## src/rtl/drfsh_pkg.sv

```systemverilog
package drfsh_pkg;

  typedef enum logic [2:0] {
    ST_IDLE  = 3'd0,
    ST_REQ   = 3'd1,
    ST_SETUP = 3'd2,
    ST_RAS   = 3'd3,
    ST_PRE   = 3'd4
  } seqState_t;

  typedef enum logic [1:0] {
    PH_SETUP = 2'd0,
    PH_RAS   = 2'd1,
    PH_PRE   = 2'd2
  } phaseSel_t;

  // strobes from control to datapath
  typedef struct packed {
    logic      phaseLoad;
    phaseSel_t phaseSel;
    logic      unitDone;
    logic      rowInc;
    logic      rowsLoad;
    logic      rowsDec;
  } seqStrobe_t;

  // status from datapath to control
  typedef struct packed {
    logic pendAny;
    logic phaseLast;
    logic rowsLast;
  } dpStatus_t;

endpackage

```

## src/rtl/drfsh_datapath.sv

```systemverilog
module drfsh_datapath
  import drfsh_pkg::*;
#(
  parameter int ROWS      = 4096,
  parameter int STD_TICKS = 1560,
  parameter int EXT_TICKS = 12500,
  parameter int MAX_PEND  = 8,
  parameter int T_CSR     = 2,
  parameter int T_RAS     = 5,
  parameter int T_RP      = 4,
  localparam int ROW_W    = $clog2(ROWS),
  localparam int PEND_W   = $clog2(MAX_PEND + 1)
) (
  input  logic              clk,
  input  logic              rstN,
  input  logic              tickEn,
  input  logic              extMode,
  input  logic              burstMode,
  input  seqStrobe_t        strobe,
  output dpStatus_t         status,
  output logic [ROW_W-1:0]  rowAddr,
  output logic [PEND_W-1:0] pendCount
);

  localparam int MAX_TICKS = (EXT_TICKS > STD_TICKS) ? EXT_TICKS : STD_TICKS;
  localparam int TICK_W    = $clog2(MAX_TICKS + 1);
  localparam int MAX_PH0   = (T_CSR > T_RAS) ? T_CSR : T_RAS;
  localparam int MAX_PH    = (MAX_PH0 > T_RP) ? MAX_PH0 : T_RP;
  localparam int PH_W      = $clog2(MAX_PH + 1);
  localparam int RL_W      = ROW_W + 1;

  // interval timer
  logic [TICK_W-1:0] tickCnt;
  logic [TICK_W-1:0] tickLimit;
  logic              intervalEnd;

  assign tickLimit   = extMode ? TICK_W'(EXT_TICKS - 1) : TICK_W'(STD_TICKS - 1);
  assign intervalEnd = tickEn && (tickCnt >= tickLimit);

  always_ff @(posedge clk or negedge rstN) begin
    if (!rstN)            tickCnt <= '0;
    else if (intervalEnd) tickCnt <= '0;
    else if (tickEn)      tickCnt <= tickCnt + 1'b1;
  end

  // retention-period counter (counts intervals)
  logic [ROW_W-1:0] intervalCnt;
  logic             periodEnd;
  logic             unitAdd;

  assign periodEnd = intervalEnd && (intervalCnt == ROW_W'(ROWS - 1));
  assign unitAdd   = burstMode ? periodEnd : intervalEnd;

  always_ff @(posedge clk or negedge rstN) begin
    if (!rstN)          intervalCnt <= '0;
    else if (periodEnd) intervalCnt <= '0;
    else if (intervalEnd) intervalCnt <= intervalCnt + 1'b1;
  end

  // owed-unit counter, saturating
  logic [PEND_W-1:0] pendCnt;

  always_ff @(posedge clk or negedge rstN) begin
    if (!rstN) begin
      pendCnt <= '0;
    end else if (unitAdd && !strobe.unitDone) begin
      if (pendCnt != PEND_W'(MAX_PEND)) pendCnt <= pendCnt + 1'b1;
    end else if (strobe.unitDone && !unitAdd) begin
      pendCnt <= pendCnt - 1'b1;
    end
  end

  // row counter for row-address refresh
  logic [ROW_W-1:0] rowCnt;

  always_ff @(posedge clk or negedge rstN) begin
    if (!rstN) rowCnt <= '0;
    else if (strobe.rowInc) begin
      if (rowCnt == ROW_W'(ROWS - 1)) rowCnt <= '0;
      else                            rowCnt <= rowCnt + 1'b1;
    end
  end

  // phase length counter
  logic [PH_W-1:0] phaseCnt;
  logic [PH_W-1:0] phaseLen;

  always_comb begin
    unique case (strobe.phaseSel)
      PH_SETUP: phaseLen = PH_W'(T_CSR - 1);
      PH_RAS:   phaseLen = PH_W'(T_RAS - 1);
      default:  phaseLen = PH_W'(T_RP - 1);
    endcase
  end

  always_ff @(posedge clk or negedge rstN) begin
    if (!rstN)                 phaseCnt <= '0;
    else if (strobe.phaseLoad) phaseCnt <= phaseLen;
    else if (phaseCnt != '0)   phaseCnt <= phaseCnt - 1'b1;
  end

  // rows left in the current unit
  logic [RL_W-1:0] rowsLeft;

  always_ff @(posedge clk or negedge rstN) begin
    if (!rstN)                rowsLeft <= '0;
    else if (strobe.rowsLoad) rowsLeft <= burstMode ? RL_W'(ROWS) : RL_W'(1);
    else if (strobe.rowsDec)  rowsLeft <= rowsLeft - 1'b1;
  end

  assign status.pendAny   = (pendCnt != '0);
  assign status.phaseLast = (phaseCnt == '0);
  assign status.rowsLast  = (rowsLeft == RL_W'(1));
  assign rowAddr          = rowCnt;
  assign pendCount        = pendCnt;

endmodule

```

## src/rtl/drfsh_ctrl.sv

```systemverilog
module drfsh_ctrl
  import drfsh_pkg::*;
(
  input  logic       clk,
  input  logic       rstN,
  input  logic       cbrMode,
  input  logic       refreshGnt,
  input  dpStatus_t  status,
  output seqStrobe_t strobe,
  output logic       refreshReq,
  output logic       refreshBusy,
  output logic       rasN,
  output logic       casN,
  output logic       addrEn
);

  seqState_t state, nextState;
  logic      cbrHeld;

  always_ff @(posedge clk or negedge rstN) begin
    if (!rstN) state <= ST_IDLE;
    else       state <= nextState;
  end

  always_ff @(posedge clk or negedge rstN) begin
    if (!rstN)                               cbrHeld <= 1'b0;
    else if (state == ST_REQ && refreshGnt)  cbrHeld <= cbrMode;
  end

  always_comb begin
    nextState       = state;
    strobe          = '0;
    strobe.phaseSel = PH_SETUP;
    unique case (state)
      ST_IDLE: begin
        if (status.pendAny) nextState = ST_REQ;
      end
      ST_REQ: begin
        if (refreshGnt) begin
          nextState        = ST_SETUP;
          strobe.phaseLoad = 1'b1;
          strobe.phaseSel  = PH_SETUP;
          strobe.rowsLoad  = 1'b1;
        end
      end
      ST_SETUP: begin
        if (status.phaseLast) begin
          nextState        = ST_RAS;
          strobe.phaseLoad = 1'b1;
          strobe.phaseSel  = PH_RAS;
        end
      end
      ST_RAS: begin
        if (status.phaseLast) begin
          nextState        = ST_PRE;
          strobe.phaseLoad = 1'b1;
          strobe.phaseSel  = PH_PRE;
          strobe.rowInc    = !cbrHeld;
        end
      end
      ST_PRE: begin
        if (status.phaseLast) begin
          if (status.rowsLast) begin
            nextState       = ST_IDLE;
            strobe.unitDone = 1'b1;
          end else begin
            nextState        = ST_SETUP;
            strobe.phaseLoad = 1'b1;
            strobe.phaseSel  = PH_SETUP;
            strobe.rowsDec   = 1'b1;
          end
        end
      end
      default: nextState = ST_IDLE;
    endcase
  end

  logic strobePhase;
  assign strobePhase = (state == ST_SETUP) || (state == ST_RAS);

  assign refreshReq  = (state == ST_REQ);
  assign refreshBusy = strobePhase || (state == ST_PRE);
  assign rasN        = (state != ST_RAS);
  assign casN        = !(strobePhase && cbrHeld);
  assign addrEn      = strobePhase && !cbrHeld;

endmodule

```

## src/rtl/dram_refresh_sched.sv

```systemverilog
module dram_refresh_sched
  import drfsh_pkg::*;
#(
  parameter int ROWS      = 4096,
  parameter int STD_TICKS = 1560,
  parameter int EXT_TICKS = 12500,
  parameter int MAX_PEND  = 8,
  parameter int T_CSR     = 2,
  parameter int T_RAS     = 5,
  parameter int T_RP      = 4,
  localparam int ROW_W    = $clog2(ROWS),
  localparam int PEND_W   = $clog2(MAX_PEND + 1)
) (
  input  logic             clk,
  input  logic             rstN,
  input  logic             tickEn,
  input  logic             extMode,
  input  logic             burstMode,
  input  logic             cbrMode,
  output logic             refreshReq,
  input  logic             refreshGnt,
  output logic             refreshBusy,
  output logic             rasN,
  output logic             casN,
  output logic             addrEn,
  output logic [ROW_W-1:0] dramAddr
);

  seqStrobe_t        strobe;
  dpStatus_t         status;
  logic [ROW_W-1:0]  rowAddr;
  logic [PEND_W-1:0] pendCount;

  drfsh_datapath #(
    .ROWS(ROWS), .STD_TICKS(STD_TICKS), .EXT_TICKS(EXT_TICKS),
    .MAX_PEND(MAX_PEND), .T_CSR(T_CSR), .T_RAS(T_RAS), .T_RP(T_RP)
  ) u_dp (
    .clk(clk), .rstN(rstN), .tickEn(tickEn), .extMode(extMode),
    .burstMode(burstMode), .strobe(strobe), .status(status),
    .rowAddr(rowAddr), .pendCount(pendCount)
  );

  drfsh_ctrl u_ctrl (
    .clk(clk), .rstN(rstN), .cbrMode(cbrMode), .refreshGnt(refreshGnt),
    .status(status), .strobe(strobe), .refreshReq(refreshReq),
    .refreshBusy(refreshBusy), .rasN(rasN), .casN(casN), .addrEn(addrEn)
  );

  assign dramAddr = addrEn ? rowAddr : '0;

endmodule

```

## config.mk

```make
export PLATFORM = sky130hd
export DESIGN_NAME = dram_refresh_sched
export DESIGN_NICKNAME = d
export VERILOG_FILES = /design/src/rtl/drfsh_pkg.sv /design/src/rtl/drfsh_datapath.sv /design/src/rtl/drfsh_ctrl.sv /design/src/rtl/dram_refresh_sched.sv
export SDC_FILE = /design/constraint.sdc
export NUM_CORES = 1
export LEC_CHECK = 0
export CAP_MARGIN = 20
export CORE_UTILIZATION = 49
export CTS_CLUSTER_DIAMETER = 50
export CTS_CLUSTER_SIZE = 24
export DETAILED_ROUTE_END_ITERATION = 6
export PLACE_DENSITY = 0.78
export SYNTH_ARGS = -nofsm -noshare
export SYNTH_HDL_FRONTEND = slang
export SYNTH_SLANG_ARGS = --single-unit
```

## constraint.sdc

```tcl
create_clock -name clk -period 3.1 [get_ports clk]
set_input_delay 0.62 -clock clk [delete_from_list [all_inputs] [get_ports clk]]
set_output_delay 0.62 -clock clk [all_outputs]
set_load 0.01 [all_outputs]
```

### Word-level counts from Yosys, hierarchy flattened

Cells that the tools add are included.

| cells by class | value |
|---|---|
| add/sub/neg operators | 7 |
| magnitude comparators | 1 |
| equality and inequality tests | 16 |
| muxes and demuxes | 39 |
| reductions and logical operators | 25 |

Operators with widths:

| kind | number |
|---|---|
| $mux W12 | 4 |
| $mux W14 | 3 |
| $mux W13 | 3 |
| $mux W3 | 11 |
| $add A12 B1 Y12 const B | 2 |
| $eq A12 B12 Y1 const B | 2 |
| $mux W4 | 4 |
| $pmux W3 S5 | 1 |
| $add A14 B1 Y14 const B | 1 |
| $ge A14 B14 Y1 | 1 |
| $eq A13 B1 Y1 const B | 1 |
| $sub A13 B1 Y13 const B | 1 |
| $pmux W3 S4 | 1 |
| $mux W1 | 10 |
| $ne A2 B2 Y1 const B | 5 |
| $reduce_bool A2 Y1 | 5 |
| $logic_and A1 B1 Y1 | 7 |
| $eq A3 B2 Y1 const B | 2 |
| $logic_not A3 Y1 | 2 |
| $pmux W3 S2 | 1 |
| $reduce_and A5 Y1 | 1 |
| $add A4 B1 Y4 const B | 1 |
| $logic_not A1 Y1 | 4 |
| $ne A4 B4 Y1 const B | 1 |
| other kinds (13) | 14 |

| word-level totals | value |
|---|---|
| register bits | 62 |
| output and inout port bits | 17 |

### Depth between registers and ports, before layout

| logic depth | value |
|---|---|
| word-level depth | 9 |
| mapped depth | 14 |
| gate-level depth less buffers | 14 |

### Modules after synthesis

A second synthesis with hierarchy kept.

| unflattened totals | value |
|---|---|
| cell total of the unflattened synthesis | 360 |
| area, all modules | 3525.9 µm² |

By module, submodules not included:

| module | instances | cells each | area an instance (µm²) |
|---|---|---|---|
| drfsh_datapath | 1 | 316 | 3134.3 |
| drfsh_ctrl | 1 | 31 | 295.3 |
| dram_refresh_sched | 1 | 13 | 96.3 |

### Worst setup path before layout

Ideal clock, no wire load.

| path | value |
|---|---|
| path type | input port to flip-flop |
| start point | in extMode |
| end point | reg u_dp.pendCnt[3], in the netlist u_dp.pendCount[3] |
| arrival | 2.860 ns |
| data required time | 3.018 ns |
| path slack | 0.158 ns |
| stages | 12 |
| path buffers | 0 |
| cells stage by stage | inv_1 -> ha_1 -> a211o_1 -> a21o_1 -> nor3_1 -> nor2_1 -> nand2_1 -> ha_1 -> a21o_1 -> a21o_1 -> or2_0 -> a31oi_1 |

| on the way | value |
|---|---|
| longest elaborated chain between the ends | 9 |
| elaborated cells on any way between the ends | 12 |
| classes of those cells | 1 x order compare; 1 x eq/ne; 3 x mux; 7 x reduce/logical |

Ends and longest elaborated chain:

| what | RTL line | source |
|---|---|---|
| start, declared | dram_refresh_sched.sv:17 | `input logic extMode,` |
| $mux W14 (*) | drfsh_datapath.sv:37 | `assign tickLimit = extMode ? TICK_W'(EXT_TICKS - 1) : TICK_W'(STD_TICKS - 1);` |
| $ge A14 B14 Y1 (*) | drfsh_datapath.sv:38 | `assign intervalEnd = tickEn && (tickCnt >= tickLimit);` |
| $logic_and A1 B1 Y1 (*) | drfsh_datapath.sv:38 |  |
| $logic_and A1 B1 Y1 | drfsh_datapath.sv:51 | `assign periodEnd = intervalEnd && (intervalCnt == ROW_W'(ROWS - 1));` |
| $mux W1 (*) | drfsh_datapath.sv:52 | `assign unitAdd = burstMode ? periodEnd : intervalEnd;` |
| $logic_not A1 Y1 | drfsh_datapath.sv:68 | `end else if (strobe.unitDone && !unitAdd) begin` |
| $logic_and A1 B1 Y1 | drfsh_datapath.sv:68 |  |
| $reduce_bool A2 Y1 (no source line) | n/a |  |
| $reduce_and A2 Y1 (no source line) | n/a |  |
| end signal, assigned | drfsh_datapath.sv:67 | `if (pendCnt != PEND_W'(MAX_PEND)) pendCnt <= pendCnt + 1'b1;` |
| end signal, assigned | drfsh_datapath.sv:69 | `pendCnt <= pendCnt - 1'b1;` |
| end, declared | drfsh_datapath.sv:61 | `logic [PEND_W-1:0] pendCnt;` |

Every way passes the cells marked *; elsewhere a longest branch is shown, timed or not.
A chain may end at the register's enable or synchronous reset.

### Final worst setup path

Ends and elaborated chain as after synthesis.

==> impl_metrics.json <==
{
  "crit_family": "buffers and inverters",
  "fin_tns_setup_ns": 0,
  "stdcell_count": 535,
  "met1_usage": 0.2494,
  "firstDrtPassIters": 4,
  "num-fill-cells": 611,
  "vdd_drop_max_mv": 0.2335,
  "crit_slowest_cell": "clkdlybuf4s50_1",
  "synthArstFlopShare": 1.000,
  "setup_viol": 0,
  "ys_seq_elements": 62,
  "p_sw_w": 0.0005169,
  "grt_pass1_wl_um": 12160,
  "path_clk_slew_ns": 0.06,
  "grt_pass1_vias": 2783,
  "cts_max_path_buffers": 2,
  "synth_edf_count": 0,
  "required_ns": 3.31,
  "reg2reg_slack_ns": 0.45,
  "wl_per_cell_um": 13.56,
  "pwr-share-seq": 0.514,
  "period_share": 0.9818,
  "synth_flop_cell": "dfrtp_1",
  "drive_above_1_share": 0.1048,
  "place_congestion": 0.8529,
  "drt_iter0_drc": 189,
  "status": "finished, final reports clean",
  "synth_top_area_cell": "dfrtp_1",
  "fin_skew_ns": 0.009827,
  "cts_hold_buf": 0,
  "grt_util_all_layers": 0.2047,
  "worstSetupStartpointType": "input port",
  "max_freq_mhz": 328.6,
  "leakage_nw": 1.818,
  "cts.sinks": 62,
  "crit_path_max_fanout": 4,
  "post-place-ws_ns": -0.3556,
  "ant_nets": 0,
  "p_per_area_nw_per_um2": 441.7,
  "r2r_start": "u_dp.rowsLeft[2]",
  "core_sq_um": 6907,
  "dieWidth_um": 87.02,
  "nets": 460,
  "die_area_sq_um": 7572,
  "p_comb_frac": 0.148,
  "maxSlewViolCount": 0,
  "dpl.hpwl_um": 5156,
  "antenna_found_initial": 0,
  "critPathBufInv": 3,
  "critPathKind": "in -> reg",
  "r2r-end": "u_dp.pendCount[3]",
  "clk_root_buffer_cell": "clkbuf_8",
  "rsz0062_at_grt": "yes",
  "hold_violations": 0,
  "p_int_w": 0.001350,
  "overflow": 0,
  "hold_class": "in -> async",
  "grt_use_met2": 0.3558,
  "top_usage_layer": "met2",
  "maxCapViolCount": 0,
  "start_util": 0.5129,
  "synthCells": 391,
  "end_kind": "register",
  "final_area_sq_um": 4225,
  "worst_pin_slew_ns": 0.5565,
  "avgSynthCellArea_sq_um": 9.059,
  "cts_tree": "built",
  "ios": 24,
  "synthesis.area_sq_um": 3542,
  "grt_max_degree": 27,
  "n_antenna_cell": 0,
  "via_per_inst": 5.576,
  "swShare": 0.2769,
  "rr_worst_depth": 11,
  "clk_latency_ns": 0.33,
  "final.setup.worst_slack_ns": 0.05654,
  "crit_arrival_ns": 3.25,
  "power_w": 0.001867,
  "synth_top_area_share": 0.4380,
  "h-tree-depth": 3,
  "yosys.cell_types.count": 47,
  "cp_slowest_stage_delay_ns": 0.50,
  "ys_seq_area_frac": 0.4380,
  "crit_chain": "clkdlybuf4s50_1 -> inv_2 -> ha_1 -> nand2_1 -> nor3b_2 -> o221ai_1 -> nor2_1 -> nand2_1 -> buf_4 -> ha_1 -> a21o_1 -> nor2_1 -> o211ai_1 -> o31ai_2 -> a31oi_1",
  "core.rowCount": 30,
  "syn_to_final_growth_pct": 19.29,
  "io_buffers": 23,
  "route.detailed.drc": 0,
  "die_y_um": 87.02,
  "grtUsageMet3": 0.03128,
  "relSlewSlack": 0.6290,
  "syn_nets": 415,
  "synth_area_leaders": "dfrtp_1 44%, ha_1 5.7%, nor2_1 5.5%",
  "yosys_warnings": 0,
  "cts_buffers": 9,
  "routed_wirelength_um": 7253,
  "post-route-min-period_ns": 3.043,
  "p_clk_frac": 0.338,
  "placed_area_sq_um": 3993,
  "dp_cells": 520,
  "vias": 2983
}
## repair_timing
action                     CTS  global route
pin swaps                    0             5
setup endpoints to repair    1            14
resized for setup            1             8
setup buffers                0             1
## layer usage
metal  vias to the layer above  wire length, um
li1                       1476                -
met1                      1429             3240
met2                        66             3626
met3                        12              260
met4                         0              125
met5                         -                0
## power by group through the flow
stage,Combinational [W],Clock (W),Sequential (W)
global route,0.000307,0.000674,0.000970
global placement,0.000238,0,0.000963
finish,0.000277,0.000631,0.000959
floorplan,0.000173,0,0.000945
detailed placement,0.000253,0,0.000965
CTS,0.000255,0.000641,0.000951
## how the worst max path moves through the flow
stage	start	to	slack, ns	cells after the start
finish	extMode	u_dp.pendCount[3]	0.06	15
global route	extMode	u_dp.pendCount[3]	-0.15	15
CTS	extMode	u_dp.pendCount[3]	0.004	14
detailed placement	extMode	u_dp.pendCount[3]	-0.36	15
global placement	extMode	u_dp.pendCount[3]	-0.26	13
floorplan	extMode	u_dp.pendCount[3]	0.16	12
## cells by family after synthesis
kind of cell | count (synthesis) | synth area share
xor gates and xnor gates | 33 | 0.08160
adders and majority gates | 17 | 0.06217
DFF | 62 | 0.4380
buffers and inverters | 20 | 0.02119
AOI/OAI and AO/OA | 65 | 0.1222
muxes | 2 | 0.006358
and+or+nand+nor | 192 | 0.2685
## sequential cells by signal (all words and copies together) (netlist names)
name / cells
u_dp.tickCnt: 14
u_ctrl.state: 3
u_dp.intervalCnt: 12
u_ctrl.cbrHeld: 1
u_dp.rowAddr: 12
u_dp.phaseCnt: 3
u_dp.rowsLeft: 13
u_dp.pendCount: 4
## Yosys cell counts (2+ instances only)
| cell type | instances |
|---|---|
| o21ai_1 | 2 |
| nand2b_1 | 3 |
| nor2_1 | 52 |
| nor2b_1 | 5 |
| or3_1 | 3 |
| mux2_2 | 2 |
| nand4_1 | 8 |
| xor2_1 | 12 |
| nor3b_1 | 4 |
| nand2_1 | 42 |
| inv_1 | 12 |
| and3_1 | 9 |
| ha_1 | 16 |
| o21a_1 | 2 |
| a21oi_1 | 11 |
| xnor2_1 | 21 |
| clkbuf_1 | 8 |
| nand3_1 | 26 |
| a21o_1 | 5 |
| dfrtp_1 | 62 |
| o31ai_1 | 10 |
| o22ai_1 | 3 |
| o41ai_1 | 4 |
| and2_1 | 12 |
| o21ai_0 | 16 |
| a31oi_1 | 2 |
| a22o_1 | 2 |
| nor3_1 | 11 |
| or2_1 | 3 |
| nand4b_1 | 2 |
| nor4_1 | 4 |
| o221ai_1 | 2 |
## area by class of cell
class,count,area (sq um),share of cell area
multi-input combinational,309,1967,0.4655
inverter,12,45.04,0.01066
clock buffer,13,168.9,0.03998
tap,96,120.1,0.02843
clock inverter,1,5.005,0.001184
sequential,62,1551,0.3672
timing repair buffer,42,367.9,0.08706
## layout by cell type, fill, tap and decap left out, drive strengths merged, types with 2 or more instances in the layout
| master | instances |
|---|---|
| o21a | 2 |
| and3 | 9 |
| nand2 | 42 |
| nand2b | 3 |
| clkbuf | 13 |
| nor3b | 4 |
| nor4 | 5 |
| inv | 12 |
| o221ai | 2 |
| dfrtp | 62 |
| a22o | 2 |
| or3 | 3 |
| buf | 20 |
| nor2 | 52 |
| mux2 | 2 |
| nor3 | 11 |
| a21oi | 11 |
| o22ai | 3 |
| nand4b | 2 |
| o41ai | 4 |
| or2 | 4 |
| xnor2 | 21 |
| a21o | 5 |
| nor2b | 5 |
| nand4 | 8 |
| and2 | 12 |
| a31oi | 2 |
| clkdlybuf4s50 | 22 |
| ha | 16 |
| o31ai | 10 |
| nand3 | 26 |
| xor2 | 12 |
| o21ai | 18 |
## metrics by stage
step / hold WS (ns) / utilization
2_1_floorplan: 0.3244 / -
3_3_place_gp: 0.4608 / 0.5781
3_5_place_dp: 0.4651 / 0.5781
4_1_cts: 0.2990 / 0.6040
5_1_grt: 0.3178 / 0.6118
6_report: 0.2770 / 0.6118
No activity file was read; power rests on OpenSTA's default activity.
